--- src/rtl/flowdel_pkg.sv ---
package flowdel_pkg;

  // Results of the level/threshold comparisons, driven by the datapath
  typedef struct packed {
    logic armed;      // threshold large enough to enable the function
    logic atTrig;     // level at or above threshold
    logic atRelease;  // level at or below the release point
  } cmpFlags_t;

  // Strobes from the control to the trigger register
  typedef struct packed {
    logic setTrig;
    logic clrTrig;
  } trigStrobe_t;

endpackage

--- src/rtl/flowdel_datapath.sv ---
module flowdel_datapath
  import flowdel_pkg::*;
#(
  parameter int LVL_W      = 6,
  parameter int HYST       = 4,
  parameter int MIN_THRESH = 4
) (
  input  logic             clk,
  input  logic             rstN,
  input  logic [LVL_W-1:0] rxLevel,
  input  logic [LVL_W-1:0] flowThresh,
  input  logic             flowModeEn,
  input  logic             swRtsReq,
  input  trigStrobe_t      strobe,
  output cmpFlags_t        flags,
  output logic             trigQ,
  output logic             rtsN
);

  localparam int EXT_W = LVL_W + 1;

  logic [EXT_W-1:0] levelExt;
  logic [EXT_W-1:0] threshExt;

  assign levelExt  = {1'b0, rxLevel};
  assign threshExt = {1'b0, flowThresh};

  // Wide compare so that adding the hysteresis cannot wrap
  always_comb begin
    flags.armed     = threshExt >= EXT_W'(MIN_THRESH);
    flags.atTrig    = levelExt >= threshExt;
    flags.atRelease = (levelExt + EXT_W'(HYST)) <= threshExt;
  end

  always_ff @(posedge clk) begin
    if (!rstN)                trigQ <= 1'b0;
    else if (strobe.clrTrig)  trigQ <= 1'b0;
    else if (strobe.setTrig)  trigQ <= 1'b1;
  end

  // Pin is active-low; the trigger drives it high to hold off the sender
  assign rtsN = flowModeEn ? trigQ : ~swRtsReq;

endmodule

--- src/rtl/flowdel_ctrl.sv ---
module flowdel_ctrl
  import flowdel_pkg::*;
(
  input  cmpFlags_t   flags,
  output trigStrobe_t strobe
);

  // Outside the band the trigger follows the level; inside it nothing fires
  always_comb begin
    strobe.clrTrig = !flags.armed || flags.atRelease;
    strobe.setTrig = flags.armed && flags.atTrig;
  end

endmodule

--- src/rtl/flowdel_rts_ctrl.sv ---
module flowdel_rts_ctrl
  import flowdel_pkg::*;
#(
  parameter int LVL_W      = 6,
  parameter int HYST       = 4,
  parameter int MIN_THRESH = 4
) (
  input  logic             clk,
  input  logic             rstN,
  input  logic [LVL_W-1:0] rxLevel,
  input  logic [LVL_W-1:0] flowThresh,
  input  logic             flowModeEn,
  input  logic             swRtsReq,
  output logic             rtsN,
  output logic             flowTrigSts
);

  cmpFlags_t   flags;
  trigStrobe_t strobe;

  flowdel_datapath #(
    .LVL_W(LVL_W), .HYST(HYST), .MIN_THRESH(MIN_THRESH)
  ) dp_i (
    .clk        (clk),
    .rstN       (rstN),
    .rxLevel    (rxLevel),
    .flowThresh (flowThresh),
    .flowModeEn (flowModeEn),
    .swRtsReq   (swRtsReq),
    .strobe     (strobe),
    .flags      (flags),
    .trigQ      (flowTrigSts),
    .rtsN       (rtsN)
  );

  flowdel_ctrl ctrl_i (
    .flags  (flags),
    .strobe (strobe)
  );

endmodule

--- config.mk ---
export PLATFORM = sky130hd
export DESIGN_NAME = flowdel_rts_ctrl
export DESIGN_NICKNAME = d
export VERILOG_FILES = /design/src/rtl/flowdel_pkg.sv /design/src/rtl/flowdel_datapath.sv /design/src/rtl/flowdel_ctrl.sv /design/src/rtl/flowdel_rts_ctrl.sv
export SDC_FILE = /design/constraint.sdc
export NUM_CORES = 1
export LEC_CHECK = 0
export BUFFER_PORTS_ARGS = -buffer_cell sky130_fd_sc_hd__buf_4
export CAP_MARGIN = 25
export CORE_AREA = 3 3 40 42
export CTS_BUF_LIST = sky130_fd_sc_hd__clkbuf_8
export CTS_CLUSTER_SIZE = 14
export DETAILED_ROUTE_END_ITERATION = 10
export DIE_AREA = 0 0 43 45
export HOLD_SLACK_MARGIN = 0.06
export SLEW_MARGIN = 0
export SYNTH_ARGS = -nofsm -noshare
export SYNTH_HDL_FRONTEND = slang
export SYNTH_HIERARCHICAL = 1
export SYNTH_SLANG_ARGS = --single-unit
--- constraint.sdc ---
create_clock -name clk -period 1.75 [get_ports clk]
set_input_delay 0.0875 -clock clk [delete_from_list [all_inputs] [get_ports clk]]
set_output_delay 0.0875 -clock clk [all_outputs]
set_load 0.01 [all_outputs]
# [Word-level counts from Yosys, hierarchy flattened]
# Index checks and enable logic that the tools add are counted.
[totals] out_inout_bits=2 register_bits=1
[classes] order_cmp=3 n_mux=1 bitwise=2 add_sub_neg=1 n_reduce_logical=4
[op_table] cell="$add A6 B3 Y7 const B" count=1
[op_table] cell="$le A7 B6 Y1" count=1
[op_table] cell="$ge A6 B3 Y1 const B" count=1
[op_table] cell="$ge A6 B6 Y1" count=1
[op_table] cell="$not A1 Y1" count=2
[op_table] cell="$reduce_or A2 Y1" count=1
[op_table] cell="$logic_and A1 B1 Y1" count=1
[op_table] cell="$logic_not A1 Y1" count=1
[op_table] cell="$logic_or A1 B1 Y1" count=1
[op_table] cell="$mux W1" count=1

# [Logic depth before layout (Yosys ltp)]
# Gate-level depths: netlist of run 1.
[logic_depth] ltp_word=4 depth_mapped=8 mapped_depth_nobuf=8

# [Hierarchy]
# Netlist of run 1, hierarchy kept.
[by_module_without_submodules] mod="flowdel_datapath" cells_each=45 n_inst=1 area_each_um2=345.3
[by_module_without_submodules] mod="flowdel_ctrl" cells_each=2 n_inst=1 area_each_um2=12.5

# [Worst setup path after synthesis of run 1]
# OpenSTA, ideal clock, no wires.
[synth_timing] path_type="input -> register" start="in rxLevel[2]" end="reg dp_i.trigQ" arrival_time_ns=1.309 stages=8 required_ns=1.635 path_slack_ns=0.325 setup_ns=0.115 cell_sequence="ha_1 > xor2_1 > ha_1 > nand3_1 > a311o_1 > o21ai_0 > nand2b_1 > nor3b_1"
[synth_rtl] element="from (decl)" line_no="flowdel_rts_ctrl.sv:10" rtl="input logic [LVL_W-1:0] rxLevel,"
[synth_rtl] element="to (signal assigned)" line_no="flowdel_datapath.sv:36" rtl="if (!rstN) trigQ <= 1'b0;"
[synth_rtl] element="to (signal assigned)" line_no="flowdel_datapath.sv:37" rtl="else if (strobe.clrTrig) trigQ <= 1'b0;"
[synth_rtl] element="to (signal assigned)" line_no="flowdel_datapath.sv:38" rtl="else if (strobe.setTrig) trigQ <= 1'b1;"
[synth_rtl] element="to (decl)" line_no="flowdel_datapath.sv:16" rtl="output logic trigQ,"

==> results of run 1 <==
final timing paths:
| path | endpoint | slack, ps | cells past startpoint |
|---|---|---|---|
| setup reg to reg | dp_i/trigQ$_SDFFE_PP0P_ | 1140 | 2 |
| hold reg to reg | dp_i/trigQ$_SDFFE_PP0P_ | 500 | 2 |
| setup / recovery | dp_i/trigQ$_SDFFE_PP0P_ | 120 | 9 |
| hold / removal | dp_i/trigQ$_SDFFE_PP0P_ | 370 | 2 |
report_power, final:
group	internal, mW	total (mW)	switching (mW)	leakage [nW]
Combinational	0.0661	0.119	0.0531	0.265
Sequential	0.0254	0.0267	0.00132	0.00818
Clock	0	0	0	0
final cells by class:
type	count	share of cell area
inverters	9	0.06667
multi-input cells	37	0.6049
flip-flops and latches	1	0.03951
well taps	15	0.03704
repair buffers	17	0.2519
placed cells by master, fill, tap and decap left out, drive strengths merged:
cell type | synthesis | layout
a31oi | 1 | 1
nor2 | 1 | 1
ha | 11 | 11
buf | 0 | 17
a21o | 1 | 1
nand4 | 1 | 1
a211oi | 1 | 1
inv | 9 | 9
a21oi | 4 | 4
mux2i | 1 | 1
nand3b | 1 | 1
nor3b | 1 | 1
o31ai | 1 | 1
and2 | 1 | 1
nand2b | 2 | 2
o21ai | 2 | 2
nand3 | 4 | 4
dfxtp | 1 | 1
xnor2 | 1 | 1
xor2 | 1 | 1
nor2b | 1 | 1
a311o | 1 | 1
cell families (layout without fill, tap and decap cells):
kind of cell               after synthesis  after routing  synth area share
and+or+nand+nor                         12             12            0.1958
adders and majority gates               11             11            0.3846
AOI/OAI and AO/OA                       11             11            0.1923
buffers and inverters                    9             26           0.09440
xor gates and xnor gates                 2              2           0.04896
muxes                                    1              1           0.02797
DFF                                      1              1           0.05595
metrics by stage:
stage | cell area, um^2 | util | setup slack, ps | power [mW]
floorplan | 357.8 | - | 325.2 | 0.09590
global placement | 504.2 | 0.3924 | 71.20 | 0.1451
detailed placement | 504.2 | 0.3924 | 69.30 | 0.1463
CTS | 504.2 | 0.3924 | 62.97 | 0.1469
global route | 506.7 | 0.3944 | 22.85 | 0.1648
finish | 506.7 | 0.3944 | 123.6 | 0.1459
routing by layer:
layer	global-route usage	up-vias
met5	0	-
met3	0.007968	0
met2	0.1647	10
li1	-	204
met1	0.1167	155
met4	0	0
repair_timing:
item	in CTS	in global routing
endpoints found under the setup margin	0	1
gates resized for setup	0	2
hold endpoints to repair	0	0
==> results.sh, run 1 <==
export IMPL_wl_per_cell_um=9.709
export IMPL_synth_flop_cell="dfxtp_1"
export IMPL_dr_wl_met2_um=347
export IMPL_drtIter0Drc=5
export IMPL_reg2reg_from="dp_i/trigQ$_SDFFE_PP0P_"
export IMPL_crit_start="rxLevel[2]"
export IMPL_synth_area_um2=357.8
export IMPL_syn_avg_cell_area_um2=7.614
export IMPL_die_w_um=43
export IMPL_drive_above_1_share=0.2813
export IMPL_finalCriticalPeriod_ps=1626
export IMPL_top_regs="dp_i/trigQ x1"
export IMPL_synth_common_cells="11 x ha_1, 9 x inv_1, 4 x a21oi_1, 4 x nand3_1"
export IMPL_antenna_found_initial=0
export IMPL_largest_reg_flops=1
export IMPL_path_delay_family="adder cells"
export IMPL_p_leak_nw=0.2728
export IMPL_ys_seq_area_frac=0.05594
export IMPL_multiInputGateArea_um2=306.5
export IMPL_crit_fanout=4
export IMPL_wirelength_met1_um=370
export IMPL_routed_top_layer="met3"
export IMPL_synth_most_common_cell="ha_1"
export IMPL_worstSetupStartpointType="primary input"
export IMPL_first_global_vias=356
export IMPL_synth_edff_count=0
export IMPL_maxSlewViolCount=0
export IMPL_synthesis_instances=47
export IMPL_io_pins=18
export IMPL_min_from="rstN"
export IMPL_firstDrtPassIters=2
export IMPL_grt_use_total=0.08789
export IMPL_finalWirelength_um=767
export IMPL_crit_type="in2reg"
export IMPL_synth_top_area_frac=0.3846
export IMPL_powerDensity_nw_per_um2=288.0
export IMPL_hold_worst_slack_ps=365.9
export IMPL_path_buf_inv=1
export IMPL_design_die_area_um2=1935
export IMPL_core_area_um2=1285
export IMPL_hold_viol_final=0
export IMPL_crit_chain="buf_4 > ha_2 > xor2_1 > ha_1 > nand3_1 > a311o_1 > o21ai_0 > nand2b_1 > nor3b_1"
export IMPL_vias=369
export IMPL_ys_types=21
export IMPL_place_inst=79
export IMPL_met3_length_um=48
export IMPL_fillers=136
export IMPL_place_congestion=0.8079
export IMPL_grt_max_degree=6
export IMPL_vias_per_cell=4.671
export IMPL_fp_row_count=13
export IMPL_regArea_um2=20.02
export IMPL_cp_required_ps=1630
export IMPL_synthArstFlopShare=0
export IMPL_die_y_um=45
export IMPL_post_cts_buffers=0
export IMPL_critPathCaptureType="flip-flop"
export IMPL_clock_latency_ps=0
export IMPL_rsz0062_at_grt="no"
export IMPL_max_cap_violations=0
export IMPL_fin_setup_tns_ps=0
export IMPL_numPortBuffers=17
export IMPL_antenna_left=0
export IMPL_setup_viol=0
export IMPL_worst_pin_slew_ps=205.7
export IMPL_ys_seq_elements=1
export IMPL_cts_hold_fix_buffers=0
export IMPL_cpMaxStageDelayCell="a311o_1"
export IMPL_grt_pass1_wl_mm=1.414
export IMPL_n_antenna_cell=0
export IMPL_fin_worst_skew_ps=0
export IMPL_grt_ovfl_total=0
export IMPL_clk_pin_slew_worst_paths_ps=0
export IMPL_yosysTopAreaCell="ha_1"
export IMPL_dp_hpwl_um=724.5
export IMPL_area_growth_pct=41.61
export IMPL_slew_limit_headroom=0.8621
export IMPL_syn_nets=74
export IMPL_fin_nets=93
export IMPL_ir_drop_v=0.0001122
export IMPL_arrival_ps=1510
export IMPL_synthTopCellsByArea="ha_1 38%, inv_1 9.4%, a21oi_1 5.6%"
export IMPL_max_freq_mhz=614.8
export IMPL_stdcell_count=79
export IMPL_hold_class="in2reg"
export IMPL_drc=0
export IMPL_largest_register="dp_i/trigQ"
export IMPL_ys_warn_count=6
export IMPL_outcome="complete, no violations"
export IMPL_period_share=0.9294
export IMPL_cp_slowest_stage_delay_ps=320
export IMPL_start_util=0.2785
No activity file was read; power rests on OpenSTA's default activity.
==> run 2, diff against run 1 <==
--- a/config.mk
+++ b/config.mk
@@ -6,13 +6,14 @@
 export NUM_CORES = 1
 export LEC_CHECK = 0
 export BUFFER_PORTS_ARGS = -buffer_cell sky130_fd_sc_hd__buf_4
-export CAP_MARGIN = 25
+export CAP_MARGIN = 20
 export CORE_AREA = 3 3 40 42
 export CTS_BUF_LIST = sky130_fd_sc_hd__clkbuf_8
 export CTS_CLUSTER_SIZE = 14
 export DETAILED_ROUTE_END_ITERATION = 10
 export DIE_AREA = 0 0 43 45
 export HOLD_SLACK_MARGIN = 0.06
+export RECOVER_POWER = 50
 export SLEW_MARGIN = 0
 export SYNTH_ARGS = -nofsm -noshare
 export SYNTH_HDL_FRONTEND = slang
==> run 2 against run 1 <==
Effect of this change: sequential share of layout area is essentially flat; largest power group unchanged; critical endpoint unchanged; fmax is the same; critical path depth is the same; final cell count is the same; die area is the same; cell area shrank 0.74%; sequential power is essentially flat.
==> results.sh, run 2 (synthesis results as in run 1) <==
export IMPL_outcome="complete, no violations"
export IMPL_maxSlewViolCount=0
export IMPL_p_seq_frac=0.185
export IMPL_cpMaxStageDelayCell="a311o_1"
export IMPL_n_antenna_cell=0
export IMPL_largest_register="dp_i/trigQ"
export IMPL_first_global_vias=356
export IMPL_dp_slack_ps=69.30
export IMPL_antenna_found_initial=0
export IMPL_clock_latency_ps=0
export IMPL_cts_resized=0
export IMPL_drtIter0Drc=5
export IMPL_combPwrFrac=0.815
export IMPL_crit_chain="buf_4 > ha_2 > xor2_1 > ha_1 > nand3_1 > a311o_1 > o21ai_0 > nand2b_1 > nor3b_1"
export IMPL_path_buf_inv=1
export IMPL_antenna_left=0
export IMPL_core_area_um2=1285
export IMPL_slew_limit_headroom=0.8621
export IMPL_multiInputGateArea_um2=306.5
export IMPL_crit_fanout=4
export IMPL_hold_viol_final=0
export IMPL_powerDensity_nw_per_um2=287.0
export IMPL_max_cap_violations=0
export IMPL_min_from="rstN"
export IMPL_holdPathStages=2
export IMPL_p_sw_frac=0.3770
export IMPL_path_delay_family="adder cells"
export IMPL_arrival_ps=1510
export IMPL_grt_max_degree=6
export IMPL_hold_class="in2reg"
export IMPL_area_growth_pct=40.56
export IMPL_fin_worst_skew_ps=0
export IMPL_fp_row_count=13
export IMPL_final_common_cell="buf_4"
export IMPL_cp_required_ps=1630
export IMPL_numPortBuffers=17
export IMPL_drive_above_1_share=0.2656
export IMPL_drc=0
export IMPL_setup_slack_ps=123.6
export IMPL_firstDrtPassIters=2
export IMPL_cts_hold_fix_buffers=0
export IMPL_grt_use_met3=0.007968
export IMPL_post_cts_buffers=0
export IMPL_rsz0062_at_grt="no"
export IMPL_worstSetupStartpointType="primary input"
export IMPL_crit_type="in2reg"
export IMPL_finalWirelength_um=768
export IMPL_top_regs="dp_i/trigQ x1"
export IMPL_reg2reg_depth=2
export IMPL_vias=369
export IMPL_start_util=0.2785
export IMPL_grt_pass1_wl_mm=1.414
export IMPL_p_int_mw=0.08993
export IMPL_io_pins=18
export IMPL_place_congestion=0.8079
export IMPL_top_usage_layer="met2"
export IMPL_die_w_um=43
export IMPL_largest_reg_flops=1
export IMPL_regArea_um2=20.02
export IMPL_clkPwrFrac=0
export IMPL_finalCriticalPeriod_ps=1626
export IMPL_use_met1=0.1167
export IMPL_grt_use_total=0.08789
export IMPL_fin_nets=93
export IMPL_wl_per_cell_um=9.722
export IMPL_min_to="dp_i/trigQ$_SDFFE_PP0P_"
export IMPL_power_total_mw=0.1444
export IMPL_ir_drop_v=0.0001118
export IMPL_max_freq_mhz=614.8
export IMPL_design_die_area_um2=1935
export IMPL_reg2reg_to="dp_i/trigQ$_SDFFE_PP0P_"
export IMPL_setup_viol=0
export IMPL_use_met2=0.1647
export IMPL_p_leak_nw=0.2686
export IMPL_fin_setup_tns_ps=0
export IMPL_vias_per_cell=4.671
export IMPL_final_cell_mix="16 x buf_4, 10 x ha_1, 9 x inv_1"
export IMPL_die_y_um=45
export IMPL_worst_pin_slew_ps=205.7
export IMPL_period_share=0.9294
export IMPL_fillers=138
export IMPL_cp_slowest_stage_delay_ps=320
export IMPL_dp_hpwl_um=724.5
export IMPL_ff2ff_setup_slack_ps=1140
export IMPL_p_sw_mw=0.05442
export IMPL_critPathCaptureType="flip-flop"
export IMPL_grt_ovfl_total=0
export IMPL_reg2reg_from="dp_i/trigQ$_SDFFE_PP0P_"
export IMPL_clk_pin_slew_worst_paths_ps=0
==> run 2: cell count changes in the layout (fill, tap and decap cells not counted), sizes merged <==
cell    change
buf         -1
clkbuf      +1
==> run 2: power by group through the flow <==
stage	sequential, mW	clock, mW	combinational [mW]
after floorplan	0.0277	0	0.0682
after global placement	0.0269	0	0.118
after detailed placement	0.0268	0	0.120
after CTS	0.0268	0	0.120
after global routing	0.0270	0	0.136
final	0.0267	0	0.118
==> run 2: worst max path at each step <==
stage | from | to | depth (start not counted)
finish | rxLevel[2] | dp_i/trigQ$_SDFFE_PP0P_ | 9
global route | rxLevel[2] | dp_i/trigQ$_SDFFE_PP0P_ | 9
global placement | rxLevel[2] | dp_i/trigQ$_SDFFE_PP0P_ | 9
floorplan | rxLevel[2] | dp_i/trigQ$_SDFFE_PP0P_ | 8
detailed placement | rxLevel[2] | dp_i/trigQ$_SDFFE_PP0P_ | 9
CTS | rxLevel[2] | dp_i/trigQ$_SDFFE_PP0P_ | 9
==> run 2: cell type report <==
type / instances / area share
well taps: 15 / 0.03731
inverters: 9 / 0.06716
repair buffers: 17 / 0.2463
flip-flops and latches: 1 / 0.03980
multi-input cells: 37 / 0.6095
==> run 2: metrics by stage <==
stage                     hold slack [ps]  std cells  cell area (um^2)  utilization
after global placement              367.1         79             504.2       0.3924
after global routing                386.2         79             503.0       0.3914
after floorplan                     251.5         47             357.8            -
after CTS                           370.0         79             504.2       0.3924
final                               365.9         79             503.0       0.3914
after detailed placement            373.6         79             504.2       0.3924
==> run 2: layer usage <==
layer	up-vias	wire length (um)
met3	0	50
met1	155	370
li1	204	-
met5	-	0
met4	0	0
met2	10	347
==> run 3, diff against run 2 <==
--- a/config.mk
+++ b/config.mk
@@ -7,12 +7,15 @@
 export LEC_CHECK = 0
 export BUFFER_PORTS_ARGS = -buffer_cell sky130_fd_sc_hd__buf_4
 export CAP_MARGIN = 20
-export CORE_AREA = 3 3 40 42
+export CELL_PAD_IN_SITES_DETAIL_PLACEMENT = 1
+export CELL_PAD_IN_SITES_GLOBAL_PLACEMENT = 2
+export CORE_MARGIN = 3
+export CORE_UTILIZATION = 23
 export CTS_BUF_LIST = sky130_fd_sc_hd__clkbuf_8
 export CTS_CLUSTER_SIZE = 14
 export DETAILED_ROUTE_END_ITERATION = 10
-export DIE_AREA = 0 0 43 45
 export HOLD_SLACK_MARGIN = 0.06
+export PLACE_DENSITY_LB_ADDON = 0.1
 export RECOVER_POWER = 50
 export SLEW_MARGIN = 0
 export SYNTH_ARGS = -nofsm -noshare
==> run 3 against run 2 <==
Effect of this change: sequential share of layout area is 0.068 points lower; sequential cell count stayed put; final cell count stayed put; worst setup slack worse by 1.2 ps; fmax hardly changed; first-iteration DRC count stayed put; total power is 5.7% higher; routed wire length is 26% higher; sequential power hardly changed; hold slack better by 12 ps; register-to-register slack worse by 50 ps; critical endpoint unchanged; largest cell class unchanged; largest power group unchanged.
==> results.sh, run 3 (synthesis results as in run 1) <==
export IMPL_period_share=0.9301
export IMPL_core_area_um2=1383
export IMPL_grt_ovfl_total=0
export IMPL_crit_type="in2reg"
export IMPL_die_w_um=45.45
export IMPL_powerDensity_nw_per_um2=298.1
export IMPL_crit_chain="buf_4 > ha_2 > xor2_1 > ha_1 > nand3_2 > a311o_1 > o21ai_0 > nand2b_1 > nor3b_1"
export IMPL_rsz0062_at_grt="no"
export IMPL_die_y_um=45.45
export IMPL_crit_fanout=4
export IMPL_path_delay_family="adder cells"
export IMPL_clock_latency_ps=0
export IMPL_hold_viol_final=0
export IMPL_final_cell_mix="16 x buf_4, 10 x ha_1, 9 x inv_1"
export IMPL_worst_pin_slew_ps=240.4
export IMPL_max_cap_violations=0
export IMPL_numPortBuffers=17
export IMPL_grt_use_total=0.1006
export IMPL_drive_above_1_share=0.2969
export IMPL_fp_row_count=13
export IMPL_design_area_um2=511.7
export IMPL_place_congestion=0.7666
export IMPL_hold_class="in2reg"
export IMPL_setup_viol=0
export IMPL_maxSlewViolCount=0
export IMPL_top_regs="dp_i/trigQ x1"
export IMPL_vias_per_cell=4.937
export IMPL_path_buf_inv=1
export IMPL_worstSetupStartpointType="primary input"
export IMPL_finalCriticalPeriod_ps=1628
export IMPL_finalWirelength_um=965
export IMPL_critPathCaptureType="flip-flop"
export IMPL_largest_reg_flops=1
export IMPL_grt_pass1_wl_mm=1.621
export IMPL_largest_register="dp_i/trigQ"
export IMPL_cpMaxStageDelayCell="a311o_1"
export IMPL_max_freq_mhz=614.4
export IMPL_p_leak_nw=0.2695
export IMPL_antenna_found_initial=0
export IMPL_wl_per_cell_um=12.22
export IMPL_fin_setup_tns_ps=0
export IMPL_final_common_cell="buf_4"
export IMPL_grt_max_degree=6
export IMPL_drc=0
export IMPL_io_pins=18
export IMPL_outcome="complete, no violations"
export IMPL_ir_drop_v=0.00009446
export IMPL_design_die_area_um2=2065
export IMPL_cp_slowest_stage_delay_ps=320
export IMPL_area_growth_pct=43.01
export IMPL_cp_required_ps=1630
export IMPL_clk_pin_slew_worst_paths_ps=0
export IMPL_post_cts_buffers=0
export IMPL_place_area_um2=504.2
export IMPL_slew_limit_headroom=0.8383
export IMPL_dp_hpwl_um=854.9
export IMPL_n_antenna_cell=0
export IMPL_vias=390
export IMPL_fin_nets=93
export IMPL_arrival_ps=1510
export IMPL_post_route_util=0.3701
export IMPL_drtIter0Drc=5
export IMPL_start_util=0.2588
export IMPL_fin_worst_skew_ps=0
export IMPL_antenna_left=0
export IMPL_first_global_vias=411
export IMPL_firstDrtPassIters=4
## run 3: worst paths after layout
check / startpoint / endpoint / slack [ps] / cells after the start
max: rxLevel[2] / dp_i/trigQ$_SDFFE_PP0P_ / 120 / 9
min: rstN / dp_i/trigQ$_SDFFE_PP0P_ / 380 / 2
max reg2reg: dp_i/trigQ$_SDFFE_PP0P_ / dp_i/trigQ$_SDFFE_PP0P_ / 1090 / 2
min reg2reg: dp_i/trigQ$_SDFFE_PP0P_ / dp_i/trigQ$_SDFFE_PP0P_ / 520 / 2
## run 3: per-layer routing
metal | GRT usage | part of all wire | vias to the layer above
met5 | 0 | 0 | -
met3 | 0.003953 | 0.077 | 0
li1 | - | - | 204
met4 | 0 | 0 | 0
met2 | 0.1894 | 0.48 | 13
met1 | 0.1321 | 0.44 | 173
## run 3: metrics by stage
step | std cells | total power, mW | hold slack, ps | setup WS, ps
floorplan | 47 | 0.09590 | 251.5 | 325.2
global route | 79 | 0.1730 | 390.1 | 1.227
CTS | 79 | 0.1508 | 382.2 | 49.86
global placement | 79 | 0.1498 | 363.2 | 77.99
detailed placement | 79 | 0.1497 | 382.3 | 56.91
finish | 79 | 0.1526 | 377.9 | 122.4
## run 3: area by class of cell
class                           count  area, um^2
Fill cell                         182       870.8
Timing Repair Buffer               17       123.9
Inverter                            9       33.78
Sequential cell                     1       20.02
Multi-Input combinational cell     37       315.3
Tap cell                           15       18.77
## run 3: what timing repair did
action / in CTS / in global routing
resized for setup: 0 / 3
hold buffers: 0 / 0
setup endpoints to repair: 0 / 1
hold endpoints to repair: 0 / 0
## run 3: power by group
part | leakage, nW | switching [mW] | internal, mW | total [mW]
Sequential | 0.00818 | 0.00146 | 0.0254 | 0.0268
Combinational | 0.261 | 0.0591 | 0.0666 | 0.126
Clock | 0 | 0 | 0 | 0
Total | 0.269 | 0.0606 | 0.0920 | 0.153
